===== src/rtl/irq_pkg.sv =====
package irq_pkg;
  localparam int NSRC  = 7;
  localparam int VEC_W = 3;
  localparam int NPIN  = 2;

  localparam int SRC_PIN0 = 0;
  localparam int SRC_TMR0 = 1;
  localparam int SRC_TMR2 = 2;
  localparam int SRC_CMP  = 3;
  localparam int SRC_TMR3 = 4;
  localparam int SRC_PIN1 = 5;
  localparam int SRC_SER  = 6;

  typedef logic [NSRC-1:0] src_vec_t;

  // comparator and timer 3 fold onto one level
  function automatic logic [VEC_W-1:0] vec_of(input int idx);
    if (idx <= SRC_CMP) return VEC_W'(idx);
    return VEC_W'(idx - 1);
  endfunction
endpackage


===== src/rtl/irq_edge_sync.sv =====
module irq_edge_sync #(
  parameter int STAGES = 2
) (
  input  logic clk,
  input  logic rst_n,
  input  logic pin_i,
  output logic fall_o
);
  // chain[0] newest sample, chain[STAGES] previous synchronised level
  logic [STAGES:0] chain;

  always_ff @(posedge clk or negedge rst_n) begin
    if (!rst_n) chain <= '1;
    else        chain <= {chain[STAGES-1:0], pin_i};
  end

  assign fall_o = chain[STAGES] & ~chain[STAGES-1];
endmodule


===== src/rtl/irq_flag_bank.sv =====
module irq_flag_bank #(
  parameter int N = 7
) (
  input  logic         clk,
  input  logic         rst_n,
  input  logic [N-1:0] set_i,
  input  logic [N-1:0] clr_i,
  output logic [N-1:0] flags_o
);
  for (genvar g = 0; g < N; g++) begin : g_flag
    always_ff @(posedge clk or negedge rst_n) begin
      if (!rst_n) flags_o[g] <= 1'b0;
      else        flags_o[g] <= set_i[g] | (flags_o[g] & ~clr_i[g]);
    end
  end
endmodule


===== src/rtl/irq_prio_enc.sv =====
module irq_prio_enc
  import irq_pkg::*;
#(
  parameter int N = NSRC
) (
  input  logic [N-1:0]     pend_i,
  output logic             any_o,
  output logic [N-1:0]     grant_o,
  output logic [VEC_W-1:0] vec_o
);
  int sel;

  always_comb begin
    sel = 0;
    for (int i = N - 1; i >= 0; i--) begin
      if (pend_i[i]) sel = i;
    end
    for (int i = 0; i < N; i++) begin
      grant_o[i] = pend_i[i] && (sel == i);
    end
  end

  assign any_o = |pend_i;
  assign vec_o = vec_of(sel);
endmodule


===== src/rtl/irq_prio_ctrl.sv =====
module irq_prio_ctrl
  import irq_pkg::*;
#(
  parameter int SYNC_STAGES = 2
) (
  input  logic             clk,
  input  logic             rst_n,
  input  logic             edge_pin0_i,
  input  logic             edge_pin1_i,
  input  logic             tmr0_evt_i,
  input  logic             tmr2_evt_i,
  input  logic             cmp_evt_i,
  input  logic             tmr3_evt_i,
  input  logic             ser_evt_i,
  input  logic [NSRC-1:0]  src_en_i,
  input  logic             gie_set_i,
  input  logic             clr_i,
  input  logic [NSRC-1:0]  clr_mask_i,
  input  logic [NSRC-1:0]  wake_mask_i,
  input  logic             ack_i,
  output logic             irq_o,
  output logic [VEC_W-1:0] irq_vec_o,
  output logic             gie_o,
  output logic [NSRC-1:0]  flags_o,
  output logic             wake_o
);
  logic [NPIN-1:0] pins, falls;
  src_vec_t        set_v, clr_v, pend, grant;
  logic            any_pend, accept, gie_q;

  assign pins = {edge_pin1_i, edge_pin0_i};

  for (genvar g = 0; g < NPIN; g++) begin : g_pin
    irq_edge_sync #(.STAGES(SYNC_STAGES)) u_sync (
      .clk   (clk),
      .rst_n (rst_n),
      .pin_i (pins[g]),
      .fall_o(falls[g])
    );
  end

  always_comb begin
    set_v           = '0;
    set_v[SRC_PIN0] = falls[0];
    set_v[SRC_TMR0] = tmr0_evt_i;
    set_v[SRC_TMR2] = tmr2_evt_i;
    set_v[SRC_CMP]  = cmp_evt_i;
    set_v[SRC_TMR3] = tmr3_evt_i;
    set_v[SRC_PIN1] = falls[1];
    set_v[SRC_SER]  = ser_evt_i;
  end

  assign pend   = flags_o & src_en_i;
  assign irq_o  = gie_q & any_pend;
  assign accept = ack_i & irq_o;
  assign clr_v  = ({NSRC{clr_i}} & clr_mask_i) | ({NSRC{accept}} & grant);

  irq_prio_enc #(.N(NSRC)) u_enc (
    .pend_i (pend),
    .any_o  (any_pend),
    .grant_o(grant),
    .vec_o  (irq_vec_o)
  );

  irq_flag_bank #(.N(NSRC)) u_flags (
    .clk    (clk),
    .rst_n  (rst_n),
    .set_i  (set_v),
    .clr_i  (clr_v),
    .flags_o(flags_o)
  );

  always_ff @(posedge clk or negedge rst_n) begin
    if (!rst_n)         gie_q <= 1'b0;
    else if (accept)    gie_q <= 1'b0;
    else if (gie_set_i) gie_q <= 1'b1;
  end

  assign gie_o  = gie_q;
  assign wake_o = |(flags_o & wake_mask_i);
endmodule


===== config.mk =====
export PLATFORM = sky130hd
export DESIGN_NAME = irq_prio_ctrl
export DESIGN_NICKNAME = d
export VERILOG_FILES = /design/src/rtl/irq_pkg.sv /design/src/rtl/irq_edge_sync.sv /design/src/rtl/irq_flag_bank.sv /design/src/rtl/irq_prio_enc.sv /design/src/rtl/irq_prio_ctrl.sv
export SDC_FILE = /design/constraint.sdc
export NUM_CORES = 1
export LEC_CHECK = 0
export BUFFER_PORTS_ARGS = -buffer_cell sky130_fd_sc_hd__buf_4
export CORE_MARGIN = 2
export CORE_UTILIZATION = 38
export CTS_BUF_LIST = sky130_fd_sc_hd__clkbuf_16
export CTS_CLUSTER_DIAMETER = 30
export DETAILED_ROUTE_END_ITERATION = 8
export PLACE_DENSITY = 0.82
export SYNTH_ARGS = -nofsm -noshare
export SYNTH_HDL_FRONTEND = slang
export SYNTH_SLANG_ARGS = --single-unit

===== constraint.sdc =====
create_clock -name clk -period 1.5 [get_ports clk]
set_input_delay 0 -clock clk [delete_from_list [all_inputs] [get_ports clk]]
set_output_delay 0 -clock clk [all_outputs]
set_load 0.1 [all_outputs]

Word level (Yosys, flattened, before mapping) --
Index checks and enable logic that the tools add are counted.
Cells by class: bitwise gates (word level) 32, add/subtract/negate cells 1, magnitude comparators 1, reduce and logical (&&, ||, !) cells 11, mux-type cells 12, equal/unequal tests 6
Operators with widths (number):
- zero test 32 bit | 1
- AND 7 bit | 4
- 2-to-1 mux 3 bit | 9
- OR reduction 7 bit | 2
- AND 1 bit | 11
- equality test 3 bit, second input constant | 3
- inverter 1 bit | 9
- logical AND 1 bit | 7
- bitwise OR 1 bit | 7
- bitwise OR 7 bit | 1
- equality test 3 x 2 -> 1 bit, second input constant | 2
- equality test 3 x 1 -> 1 bit, second input constant | 1
- less-or-equal comparator 3 x 2 -> 1 bit, second input constant | 1
- 2-to-1 mux 1 bit | 3
- subtractor 3 x 1 -> 3 bit, second input constant | 1
- nonzero test 2 bit | 1
Storage, ports and cells: output and inout port bits 13, logic and storage cells 73, flip-flop bits (word level) 14, input bits 33

Depth between registers and ports, before layout --
Gate-level depths: netlist of run 1.
depth after elaboration 15, depth in mapped cells 8

Modules after synthesis --
A second synthesis of run 1 with hierarchy kept.
Second synthesis, totals: cells, all modules 83, area, all modules 824.5 sq um
By module, submodules not included:
- irq_flag_bank | cells an instance 21, area each 254.0 sq um, times used 1, seq. area each 175.2 sq um
- irq_prio_enc | cells an instance 30, area each 193.9 sq um, times used 1, seq. area each 0.0 sq um
- irq_prio_ctrl | cells an instance 24, area each 191.4 sq um, times used 1, seq. area each 25.0 sq um
- irq_edge_sync | cells an instance 4, area each 92.6 sq um, times used 2, seq. area each 78.8 sq um

Worst setup path after synthesis of run 1 --
Ideal clock, no wire load.
kind flip-flop to output port, from register u_flags.flags_o[1], to output port irq_vec_o[2], arrival time 3.995 ns, slack -2.495 ns, data required time 1.500 ns, path buffers 0, cell stages (with the launch flop) 7, cell sequence dfrtp_1 nand2_2 a32o_2 a31oi_4 inv_1 ha_1 nor3_1
Between the ends: word-level cells in the longest chain between the ends 6, elaborated cells on any way between the ends 8
Ends and longest elaborated chain:
- from (decl) | RTL line irq_flag_bank.sv:8 | output logic [N-1:0] flags_o
- from (signal, indexed assignment) | RTL line irq_flag_bank.sv:13 | else flags_o[g] <= set_i[g] | (flags_o[g] & ~clr_i[g]);
- AND 7 bit (*) | RTL line irq_prio_ctrl.sv:53 | assign pend = flags_o & src_en_i;
- 2-to-1 mux 3 bit (*) (2 in a row) | RTL line irq_prio_enc.sv:16 | if (pend_i[i]) sel = i;
- less-or-equal comparator 3 x 2 -> 1 bit | RTL line irq_pkg.sv:18 | if (idx <= SRC_CMP) return VEC_W'(idx);
- 2-to-1 mux 1 bit | RTL line irq_pkg.sv:18
- 2-to-1 mux 3 bit (*) | RTL line irq_pkg.sv:19 | return VEC_W'(idx - 1);
- to (decl) | RTL line irq_prio_ctrl.sv:22 | output logic [VEC_W-1:0] irq_vec_o,
Mark *: on every way between the ends. The rest lies on a longest branch, timed or not. The select of a mux whose other input is x is not followed.

Worst setup path in the final report of run 1 --
from register u_flags.flags_o[2], to output port irq_vec_o[1]
Between the ends: word-level cells in the longest chain between the ends 7, elaborated cells on any way between the ends 9
Ends and longest elaborated chain (RTL line):
- AND 7 bit (*) | irq_prio_ctrl.sv:53
- 2-to-1 mux 3 bit (*) (3 in a row) | irq_prio_enc.sv:16
- less-or-equal comparator 3 x 2 -> 1 bit | irq_pkg.sv:18
- 2-to-1 mux 1 bit | irq_pkg.sv:18
- 2-to-1 mux 3 bit (*) | irq_pkg.sv:19
Marked as above.

==> results.toml, run 1 <==
[outcome]
status = "finished, violations left"
violations = "setup timing"

[detailed_routing]
drt_iter0_drc = 48
final_antenna_net_count = 0
wire_per_inst_um = 22.1
vias_per_cell = 5.61
drc = 0
drtPass1Iterations = 4
wl_um = 4330
vias = 1100

[timing]
hold_violations = 0
worst_pin_slew_ns = 0.367
rsz0062_at_grt = "true"
setup_viol = 13
slew_viol_final = 0
fmax_ghz = 0.487
finalCritPeriodShare = 1.37
slew_headroom = 0.754
finClkSkew_ns = 0.000623
setup_ws_ns = -0.554
min_period_ns = 2.05
hold_slack_ns = 0.0324

[finish]
n_antenna_cell = 0
postLayoutCoreUtil = 0.932
fin_area_mm2 = 0.00183
finish.net_count = 208
syn2layout_area_growth_pct = 131
drive_above_1_share = 0.716

[clocking]
cts_buffer_depth = 2
cts.sinks = 14
clk_pin_slew_ns = 0.05
worstSkewPairLatency_ns = 0.25
cts-buffers-inserted = 3
cts_tree = "built"
htree_levels = 1
cts_root_buffer = "clkbuf_16"

[power]
peakVddDrop_uv = 1370
pwr-share-seq = 0.224
combPwrFrac = 0.520
switchingPower_uw = 848
power.leakage_uw = 0.000811
p_sw_frac = 0.412
p_clk_frac = 0.256
power.density_mw_per_mm2 = 1130
internal-power_uw = 1210
p_total_uw = 2060

[worst_setup_path]
cp_max_fo = 2
start_kind = "flip-flop"
worst-path-buf-inv = 2
required_ns = 1.50
path_class = "flip-flop to output pin"
crit_slowest_cell = "dfrtp_4"
crit_path_max_incr_delay_ns = 0.49
critPathTopFamily = "flip-flops"
cp.arrival_ns = 2.05
cp-end-kind = "output pin"
path_cells = "buf_6, a22oi_2, nand2_2, nand2_4, ha_4, o21ai_2, and2_4, buf_12"

[placed_design]
place_area_mm2 = 0.00144
dpl.hpwl_um = 2180
gp_congestion = 0.884
port_buffers = 45

[die]
initial_core_util = 0.404
rows = 16
dieHeight_um = 49.7
pin_count = 46
core_area_mm2 = 0.00196
die_area_mm2 = 0.00247
die_w_um = 49.7

[grt]
grt_first_pass_wirelength_um = 5780
overflow = 0
grt_pass1_vias = 1140
antenna_found_initial = 0
grt_max_degree = 15
grt_usage = 0.326

[yosys]
yosys.area.top_type = "dfrtp_1"
synth_area_um2 = 793
synthesis.nets = 123
synth_top_area_share = 0.252
ys_seq_elements = 14
ys_types = 24
yosysSeqAreaShare = 0.451
yosys_warnings = 0
netlist_instances = 85
post_synth.cell_area_avg_um2 = 9.33
synthTopCellsByArea = "dfrtp_1 25%, dfstp_2 20%, nand2_1 8.5%, ha_1 7.9%, a21oi_1 6.3%"

[min_path]
hold_path.class = "input port to flip-flop"

[flow_run]
maxCapViolCount = 0
[through the flow]
step | instances | worst slack (ns) | TNS, ns
after floorplan | 85 | -0.769 | -3.58
after global placement | 177 | -0.252 | -1.31
after global routing | 196 | -0.585 | -4.92
after detailed placement | 177 | -0.301 | -1.72
final | 196 | -0.554 | -4.43
after CTS | 192 | -0.436 | -3.39
[path summary, 6_finish.rpt]
| path | start | endpoint | slack (ns) | cells after the start |
|---|---|---|---|---|
| max reg2reg | u_flags.flags_o[0] | u_flags.flags_o[3] | -0.41 | 9 |
| min reg2reg | g_pin[1].u_sync.chain[0] | g_pin[1].u_sync.chain[1] | 0.36 | 0 |
| max in group asynchronous | rst_n | g_pin[1].u_sync.chain[1] | 1.10 | 2 |
| min | cmp_evt_i | u_flags.flags_o[3] | 0.03 | 3 |
| max | u_flags.flags_o[2] | irq_vec_o[1] | -0.55 | 8 |
| min in group asynchronous | rst_n | u_flags.flags_o[0] | 0.16 | 2 |
[synth_stat cells, drive strengths merged]
cell,count
a31oi,3
xor2,1
ha,5
nor3,2
nand2,19
a21oi,10
a41oi,2
nor2b,2
a32o,1
a31o,1
dfstp,6
dfrtp,8
a222oi,1
a22oi,5
nor2,8
and2,3
nand3,3
o21ai,1
inv,3
nand4,1
[worst min-delay path, cell delays in order]
cell     delay (ns)
buf_4          0.09
a21oi_1        0.03
a21oi_1        0.12
[power groups by stage]
stage	clock network [uW]	logic, uW	registers, uW
final	528	1070	461
after global routing	551	1100	464
after CTS	525	960	457
after detailed placement	0	816	461
after global placement	0	796	457
after floorplan	0	349	636
[routing by layer]
layer  track usage  routed length [um]
met1         0.366                1640
met2         0.564                2130
met3        0.0727                 309
met4         0.185                 242
met5             0                   0
[placed cells by master, fill, tap and decap left out, types with 2 or more instances in the layout]
cell type,netlist,routed
and2_4,1,3
inv_1,3,2
buf_4,0,56
ha_4,0,3
nor2_1,8,7
nand2_1,18,14
nor2b_1,2,2
buf_6,0,13
clkbuf_16,0,3
a21oi_1,10,9
dlygate4sd3_1,0,6
a22oi_1,3,2
dfstp_2,6,6
a22oi_2,2,3
ha_2,0,2
a31oi_4,1,2
buf_12,0,5
nand2_4,0,3
dfrtp_4,0,7
nand2_2,1,2
[kinds of logic after synthesis]
| group | synth area share |
|---|---|
| AND/OR/NAND/NOR | 0.213 |
| AO/OA/AOI/OAI | 0.232 |
| flip-flops | 0.451 |
| adder cells (fa/ha/maj) | 0.0789 |
| buffers and inverters | 0.0142 |
| XOR/XNOR | 0.0110 |
[sequential cells by signal, summed over array words and instances, names as in the netlist]
name / flops
g_pin.u_sync.chain: 6
gie_o: 1
u_flags.flags_o: 7
[area by class of cell]
type,count,area (um2)
repair buffers,80,727
clock buffers,3,75.1
inverters,3,11.3
multi-input cells,68,593
clock inverters,1,3.75
flip-flops and latches,14,385
fillers,68,133
well taps,27,33.8
[what timing repair did]
item | in CTS | in global routing
endpoints found under the setup margin | 13 | 13
endpoints found under the hold margin | 19 | 0
pin swaps | 14 | 13
hold buffers | 6 | 0
buffers inserted | 6 | 5
gates resized for setup | 32 | 13
(Power assumes the default switching activity.)
==> run 2: changes to the inputs <==
--- a/config.mk
+++ b/config.mk
@@ -5,13 +5,15 @@
 export SDC_FILE = /design/constraint.sdc
 export NUM_CORES = 1
 export LEC_CHECK = 0
+export ABC_AREA = 1
 export BUFFER_PORTS_ARGS = -buffer_cell sky130_fd_sc_hd__buf_4
 export CORE_MARGIN = 2
-export CORE_UTILIZATION = 38
+export CORE_UTILIZATION = 39
 export CTS_BUF_LIST = sky130_fd_sc_hd__clkbuf_16
 export CTS_CLUSTER_DIAMETER = 30
 export DETAILED_ROUTE_END_ITERATION = 8
-export PLACE_DENSITY = 0.82
+export PLACE_DENSITY_LB_ADDON = 0.1
+export SKIP_LAST_GASP = 1
 export SYNTH_ARGS = -nofsm -noshare
 export SYNTH_HDL_FRONTEND = slang
 export SYNTH_SLANG_ARGS = --single-unit
==> run 2 against run 1 <==
Net effect: the flow now stops in clock tree synthesis; synthesized cell count up 31%; synthesized area increased by 8.2%.
==> results.toml, run 2 <==
[yosys]
synthesis.nets = 149
synthTopCellsByCount = "41 x nand2_1, 15 x inv_1, 10 x nand3_1"
netlist_instances = 111
ys_seq_elements = 14
ys_types = 18
yosys.area.top_type = "dfrtp_1"
yosysSeqAreaShare = 0.417
synth_top_area_share = 0.233
synth_edf_count = 0
yosys_warnings = 0
synth_area_um2 = 858
ys_async_sr_fraction = 1.00
synthTopCellsByArea = "dfrtp_1 23%, dfstp_2 18%, nand2_1 18%, ha_1 7.3%, inv_1 6.6%"
synthFlopType = "dfrtp_1"
yosysMostFrequentCell = "nand2_1"
post_synth.cell_area_avg_um2 = 7.73

[placed_design]
gp_congestion = 0.843
place_area_mm2 = 0.00150
dpl.hpwl_um = 1990
port_buffers = 45
place_inst = 205

[die]
pin_count = 46
dieHeight_um = 50.9
die_w_um = 50.9
rows = 16
initial_core_util = 0.425

[clocking]
cts_buffer_depth = 2
postCtsSetupBuffers = 11
htree_levels = 1
cts-buffers-inserted = 3
cts_root_buffer = "clkbuf_16"
ctsResizeCount = 51
ctsHoldBuffers = 9
cts.sinks = 14

[outcome]
haltStage = "clock tree synthesis"
error = "[ERROR DPL-0033] detailed placement checks failed during check placement."
status = "aborted with a tool error"
==> run 2: cell count changes after synthesis, sizes merged, moves of 2 or more <==
cell and change:
a41oi -2, and2 -3, a22oi -5, nor2b -2
nor3 -2, inv +12, nor2 -2, nand3 +8
o21bai +7, nand2 +28, a21oi -9, a31oi -3
==> run 2: kinds of logic after synthesis <==
group,count (synthesis),share of synthesized area
DFF,14,0.417
AOI/OAI and AO/OA,12,0.0977
and+or+nand+nor,65,0.347
adders and majority gates,5,0.0729
buffers and inverters,15,0.0656
==> run 2: per-stage QoR <==
stage               worst slack (ns)   util  hold WS, ns
floorplan                     -0.422      -       -0.296
global placement             -0.0978  0.744       -0.141
detailed placement            -0.158  0.744       -0.137
==> run 3: changes to the inputs <==
--- a/config.mk
+++ b/config.mk
@@ -7,12 +7,10 @@
 export LEC_CHECK = 0
 export ABC_AREA = 1
 export BUFFER_PORTS_ARGS = -buffer_cell sky130_fd_sc_hd__buf_4
-export CORE_MARGIN = 2
-export CORE_UTILIZATION = 39
-export CTS_BUF_LIST = sky130_fd_sc_hd__clkbuf_16
-export CTS_CLUSTER_DIAMETER = 30
+export CORE_AREA = 2 2 63 65
 export DETAILED_ROUTE_END_ITERATION = 8
-export PLACE_DENSITY_LB_ADDON = 0.1
+export DIE_AREA = 0 0 65 67
+export PLACE_DENSITY_LB_ADDON = 0.15
 export SKIP_LAST_GASP = 1
 export SYNTH_ARGS = -nofsm -noshare
 export SYNTH_HDL_FRONTEND = slang
==> constraint.sdc (replaced) <==
create_clock -name clk -period 1.95 [get_ports clk]
set_input_delay 0 -clock clk [delete_from_list [all_inputs] [get_ports clk]]
set_output_delay 0 -clock clk [all_outputs]
set_load 0.1 [all_outputs]
==> run 3 against run 2 <==
Net effect: the run now ends clean; synthesized cell count is the same; synthesized area did not move.
==> results.toml, run 3 <==
[die]
initial_core_util = 0.238
rows = 22
pin_count = 46
die_w_um = 65
dieHeight_um = 67
core_area_mm2 = 0.00361
die_area_mm2 = 0.00436

[placed_design]
dpl.hpwl_um = 2050
place_area_mm2 = 0.00132
port_buffers = 45
gp_congestion = 0.848
place_inst = 204
preCtsSetupSlack_ns = 0.183

[grt]
antenna_found_initial = 0
grt_max_degree = 15
grt_usage = 0.127
grt_first_pass_wirelength_um = 4010
overflow = 0
grt_pass1_vias = 883

[finish]
n_antenna_cell = 0
fin_area_mm2 = 0.00150
postLayoutCoreUtil = 0.415
fin_cells = 218
regMostFlops = "u_flags.flags_o"
drive_above_1_share = 0.465
finish.net_count = 209
final_cell_mix = "43 x buf_4, 39 x nand2_1, 15 x inv_1"
final_common_cell = "buf_4"
largest_reg_flops = 7
syn2layout_area_growth_pct = 74.3

[yosys]
synth_top_area_share = 0.233
yosys_warnings = 0
synthFlopType = "dfrtp_1"
yosysSeqAreaShare = 0.417
yosys.area.top_type = "dfrtp_1"
ys_async_sr_fraction = 1.00
ys_types = 18
post_synth.cell_area_avg_um2 = 7.73
synthesis.nets = 149
synthTopCellsByArea = "dfrtp_1 23%, dfstp_2 18%, nand2_1 18%, ha_1 7.3%, inv_1 6.6%"
yosysMostFrequentCell = "nand2_1"
synthTopCellsByCount = "41 x nand2_1, 15 x inv_1, 10 x nand3_1"
synth_edf_count = 0
ys_seq_elements = 14
netlist_instances = 111
synth_area_um2 = 858

[worst_setup_path]
cp_max_fo = 5
path_class = "flip-flop to output pin"
required_ns = 1.95
cp-end-kind = "output pin"
start_kind = "flip-flop"
cp.arrival_ns = 1.86

[clocking]
cts_root_buffer = "clkbuf_8"
htree_levels = 1
worstSkewPairLatency_ns = 0.25
cts.sinks = 14
clk_pin_slew_ns = 0.06
cts-buffers-inserted = 3
cts_buffer_depth = 2
cts_tree = "built"

[timing]
hold_violations = 0
fmax_ghz = 0.537
rsz0062_at_grt = "true"
slew_viol_final = 0
finClkSkew_ns = 0.00690
hold_slack_ns = 0.0753
min_period_ns = 1.86
finalCritPeriodShare = 0.955
setup_ws_ns = 0.0881
worst_pin_slew_ns = 0.337
slew_headroom = 0.776
setup_viol = 0

[min_path]
hold_path.class = "input port to flip-flop"

[flow_run]
maxCapViolCount = 0

[detailed_routing]
wl_um = 2550
drt_iter0_drc = 25
wire_per_inst_um = 11.7
drtPass1Iterations = 4
drc = 0
final_antenna_net_count = 0
vias_per_cell = 4.24
vias = 925

[power]
peakVddDrop_uv = 341
power.density_mw_per_mm2 = 783
power.leakage_uw = 0.000741

[outcome]
status = "finished clean"
run 3: cell counts after synthesis:
Identical to the previous run, type by type.
run 3: layer usage:
metal	track usage	up-vias	routed length [um]
li1	-	465	-
met2	0.224	28	1300
met5	0	-	0
met1	0.143	428	1010
met3	0.0439	4	213
met4	0.0399	0	23
run 3: path summary, 6_finish.rpt:
check                                    startpoint                        to  slack, ns  depth (start not counted)
setup / recovery                 u_flags.flags_o[3]              irq_vec_o[1]       0.09                          8
hold / removal                        clr_mask_i[1]        u_flags.flags_o[1]       0.08                          5
setup reg to reg                 u_flags.flags_o[4]        u_flags.flags_o[5]       0.18                         13
hold reg to reg            g_pin[1].u_sync.chain[0]  g_pin[1].u_sync.chain[1]       0.36                          0
max in group asynchronous                     rst_n  g_pin[0].u_sync.chain[2]       1.56                          2
min in group asynchronous                     rst_n        u_flags.flags_o[5]       0.13                          2
run 3: cell families after synthesis:
logic type / after synthesis / synth area share
flops: 14 / 0.417
compound gates: 12 / 0.0977
fa+ha+maj: 5 / 0.0729
simple gates: 65 / 0.347
buf+inv: 15 / 0.0656
run 3: what timing repair did:
action / CTS / global route
hold buffers: 9 / 0
setup endpoints to repair: 2 / 3
buffers inserted: 0 / 1
endpoints found under the hold margin: 22 / 0
gates resized for setup: 4 / 3
pin swaps: 0 / 1
run 3: area by class of cell:
class | count | area, um2
inverter | 15 | 56.3
timing repair buffer | 55 | 459
fill | 380 | 2110
multi-input combinational | 82 | 487
sequential | 14 | 379
clock buffer | 4 | 55.1
tap | 48 | 60.1
run 3: critical path, cell delays in order, from the launching register on:
cell and delay [ns]:
dfrtp_4 0.50, nand2_2 0.09, nand2_2 0.08, a21oi_1 0.17, nor2_2 0.07, inv_1 0.13, ha_4 0.22, o21ai_4 0.14
buf_12 0.19
run 3: power breakdown:
part | leakage [uW] | switching, uW | internal [uW]
combinational | 0.000568 | 358 | 173
clock | 0.0000288 | 111 | 179
sequential | 0.000144 | 25.4 | 325
total | 0.000741 | 494 | 677
run 3: through the flow:
step	setup TNS (ns)	total power, uW
2_1_floorplan	-0.0196	710
3_3_place_gp	0	855
3_5_place_dp	0	855
4_1_cts	0	1180
5_1_grt	-0.0150	1230
6_report	0	1170
==> run 4: changes to the inputs <==
--- a/config.mk
+++ b/config.mk
@@ -5,8 +5,7 @@
 export SDC_FILE = /design/constraint.sdc
 export NUM_CORES = 1
 export LEC_CHECK = 0
-export ABC_AREA = 1
-export BUFFER_PORTS_ARGS = -buffer_cell sky130_fd_sc_hd__buf_4
+export BUFFER_PORTS_ARGS = -buffer_cell sky130_fd_sc_hd__buf_2
 export CORE_AREA = 2 2 63 65
 export DETAILED_ROUTE_END_ITERATION = 8
 export DIE_AREA = 0 0 65 67
==> run 4 against run 3 <==
Net effect: clock-buffer cell count unchanged; total power up 4.3%; flip-flop and latch count unchanged; fmax down 3.0%; highest routed layer unchanged; core utilization down 2.8 points; hold slack worse by 0.062 ns; final area down 6.9%; worst setup slack worse by 0.057 ns.
==> results.toml, run 4 (synthesized netlist as in run 1, its figures left out) <==
[die]
rows = 22
die_w_um = 65
dieHeight_um = 67
die_area_mm2 = 0.00436
core_area_mm2 = 0.00361
pin_count = 46
initial_core_util = 0.220

[timing]
finalCritPeriodShare = 0.984
slew_viol_final = 0
hold_violations = 0
slew_headroom = 0.626
worst_pin_slew_ns = 0.558
min_period_ns = 1.92
setup_viol = 0
fmax_ghz = 0.521
rsz0062_at_grt = "true"
finClkSkew_ns = 0.00885

[detailed_routing]
vias_per_cell = 4.46
wl_met1_um = 1060
vias = 865
wl_met3_um = 157
drtPass1Iterations = 4
highest_layer = "met4"
final_antenna_net_count = 0
wl_um = 2440
wire_per_inst_um = 12.6
drc = 0
drt_iter0_drc = 29
route.met2.wl_um = 1210

[finish]
n_antenna_cell = 0
final_cell_mix = "42 x buf_2, 17 x nand2_1, 10 x a21oi_1"
fin_cells = 194
largest_reg_flops = 7
final_common_cell = "buf_2"
finish.net_count = 185
syn2layout_area_growth_pct = 75.7
drive_above_1_share = 0.582
fin_area_mm2 = 0.00139
regMostFlops = "u_flags.flags_o"

[clocking]
cts-buffers-inserted = 3
cts_tree = "built"
htree_levels = 1
clk_pin_slew_ns = 0.07
worstSkewPairLatency_ns = 0.25
cts_buffer_depth = 2
cts.sinks = 14
cts_root_buffer = "clkbuf_8"

[worst_setup_path]
required_ns = 1.95
crit_slowest_cell = "dfrtp_2"
crit_path_max_incr_delay_ns = 0.43
start_kind = "flip-flop"
path_class = "flip-flop to output pin"
cp_max_fo = 5
path_cells = "a22oi_2, nand3_1, nand2_1, nand2_2, ha_4, o21ai_1, and2_4, buf_12"
cp-end-kind = "output pin"
cp.arrival_ns = 1.92

[outcome]
status = "finished clean"

[power]
peakVddDrop_uv = 332
power.leakage_uw = 0.000612
power.density_mw_per_mm2 = 877

[grt]
grt_pass1_vias = 859
grt_max_degree = 15
overflow = 0
antenna_found_initial = 0
grt_usage = 0.122
grt_first_pass_wirelength_um = 3910

[placed_design]
port_buffers = 45
place_inst = 181
dpl.hpwl_um = 1980
place_area_mm2 = 0.00123
gp_congestion = 0.804

[flow_run]
maxCapViolCount = 0

[min_path]
hold_path.class = "input port to flip-flop"
run 4: worst max-delay path: cells and delay by family (launching register included):
kind | cells | cell delay (ns)
simple gates | 4 | 0.49
flops | 1 | 0.43
buf+inv | 1 | 0.16
fa+ha+maj | 1 | 0.26
compound gates | 2 | 0.33
run 4: layout make-up:
type / instances / area [um2]
clock buffers: 4 / 55.1
repair buffers: 57 / 379
fillers: 392 / 2210
flip-flops and latches: 14 / 372
inverters: 3 / 11.3
well taps: 48 / 60.1
multi-input cells: 68 / 517
run 4: per-stage QoR:
| stage | hold WS, ns | worst slack (ns) | utilization | TNS [ns] | power [uW] |
|---|---|---|---|---|---|
| after floorplan | -0.296 | -0.334 | - | -0.476 | 744 |
| after global placement | -0.0764 | 0.240 | 0.340 | 0 | 906 |
| after detailed placement | -0.0748 | 0.193 | 0.340 | 0 | 909 |
| after CTS | 0.00340 | -0.0445 | 0.378 | -0.0445 | 1230 |
| after global routing | 0.0209 | -0.0816 | 0.387 | -0.203 | 1280 |
| final | 0.0129 | 0.0306 | 0.387 | 0 | 1220 |
run 4: routing by layer:
| metal | track usage | vias to the layer above |
|---|---|---|
| met5 | 0 | - |
| met4 | 0.0319 | 0 |
| met3 | 0.0456 | 2 |
| met2 | 0.205 | 23 |
| met1 | 0.147 | 413 |
| li1 | - | 427 |
run 4: final timing paths:
kind | start | end | slack, ns | cells after the start
worst max-delay path | u_flags.flags_o[4] | irq_vec_o[1] | 0.03 | 8
worst min-delay path | src_en_i[5] | u_flags.flags_o[5] | 0.01 | 2
worst max register to register | u_flags.flags_o[1] | u_flags.flags_o[1] | 0.30 | 8
worst min register to register | g_pin[0].u_sync.chain[0] | g_pin[0].u_sync.chain[1] | 0.36 | 0
max in group asynchronous | rst_n | g_pin[1].u_sync.chain[1] | 1.47 | 2
min in group asynchronous | rst_n | u_flags.flags_o[0] | 0.18 | 2
run 4: what timing repair did:
| action | CTS | global route |
|---|---|---|
| endpoints found under the setup margin | 2 | 2 |
| hold endpoints to repair | 19 | 0 |
| hold buffers | 6 | 0 |
| resized for setup | 3 | 2 |
| setup buffers | 1 | 2 |
| pin swaps | 0 | 4 |
| gates cloned | 0 | 0 |
run 4: power by group:
group	internal (uW)	total, uW	switching, uW
logic	187	580	393
registers	325	352	27.3
clock network	179	290	111
total	690	1220	531
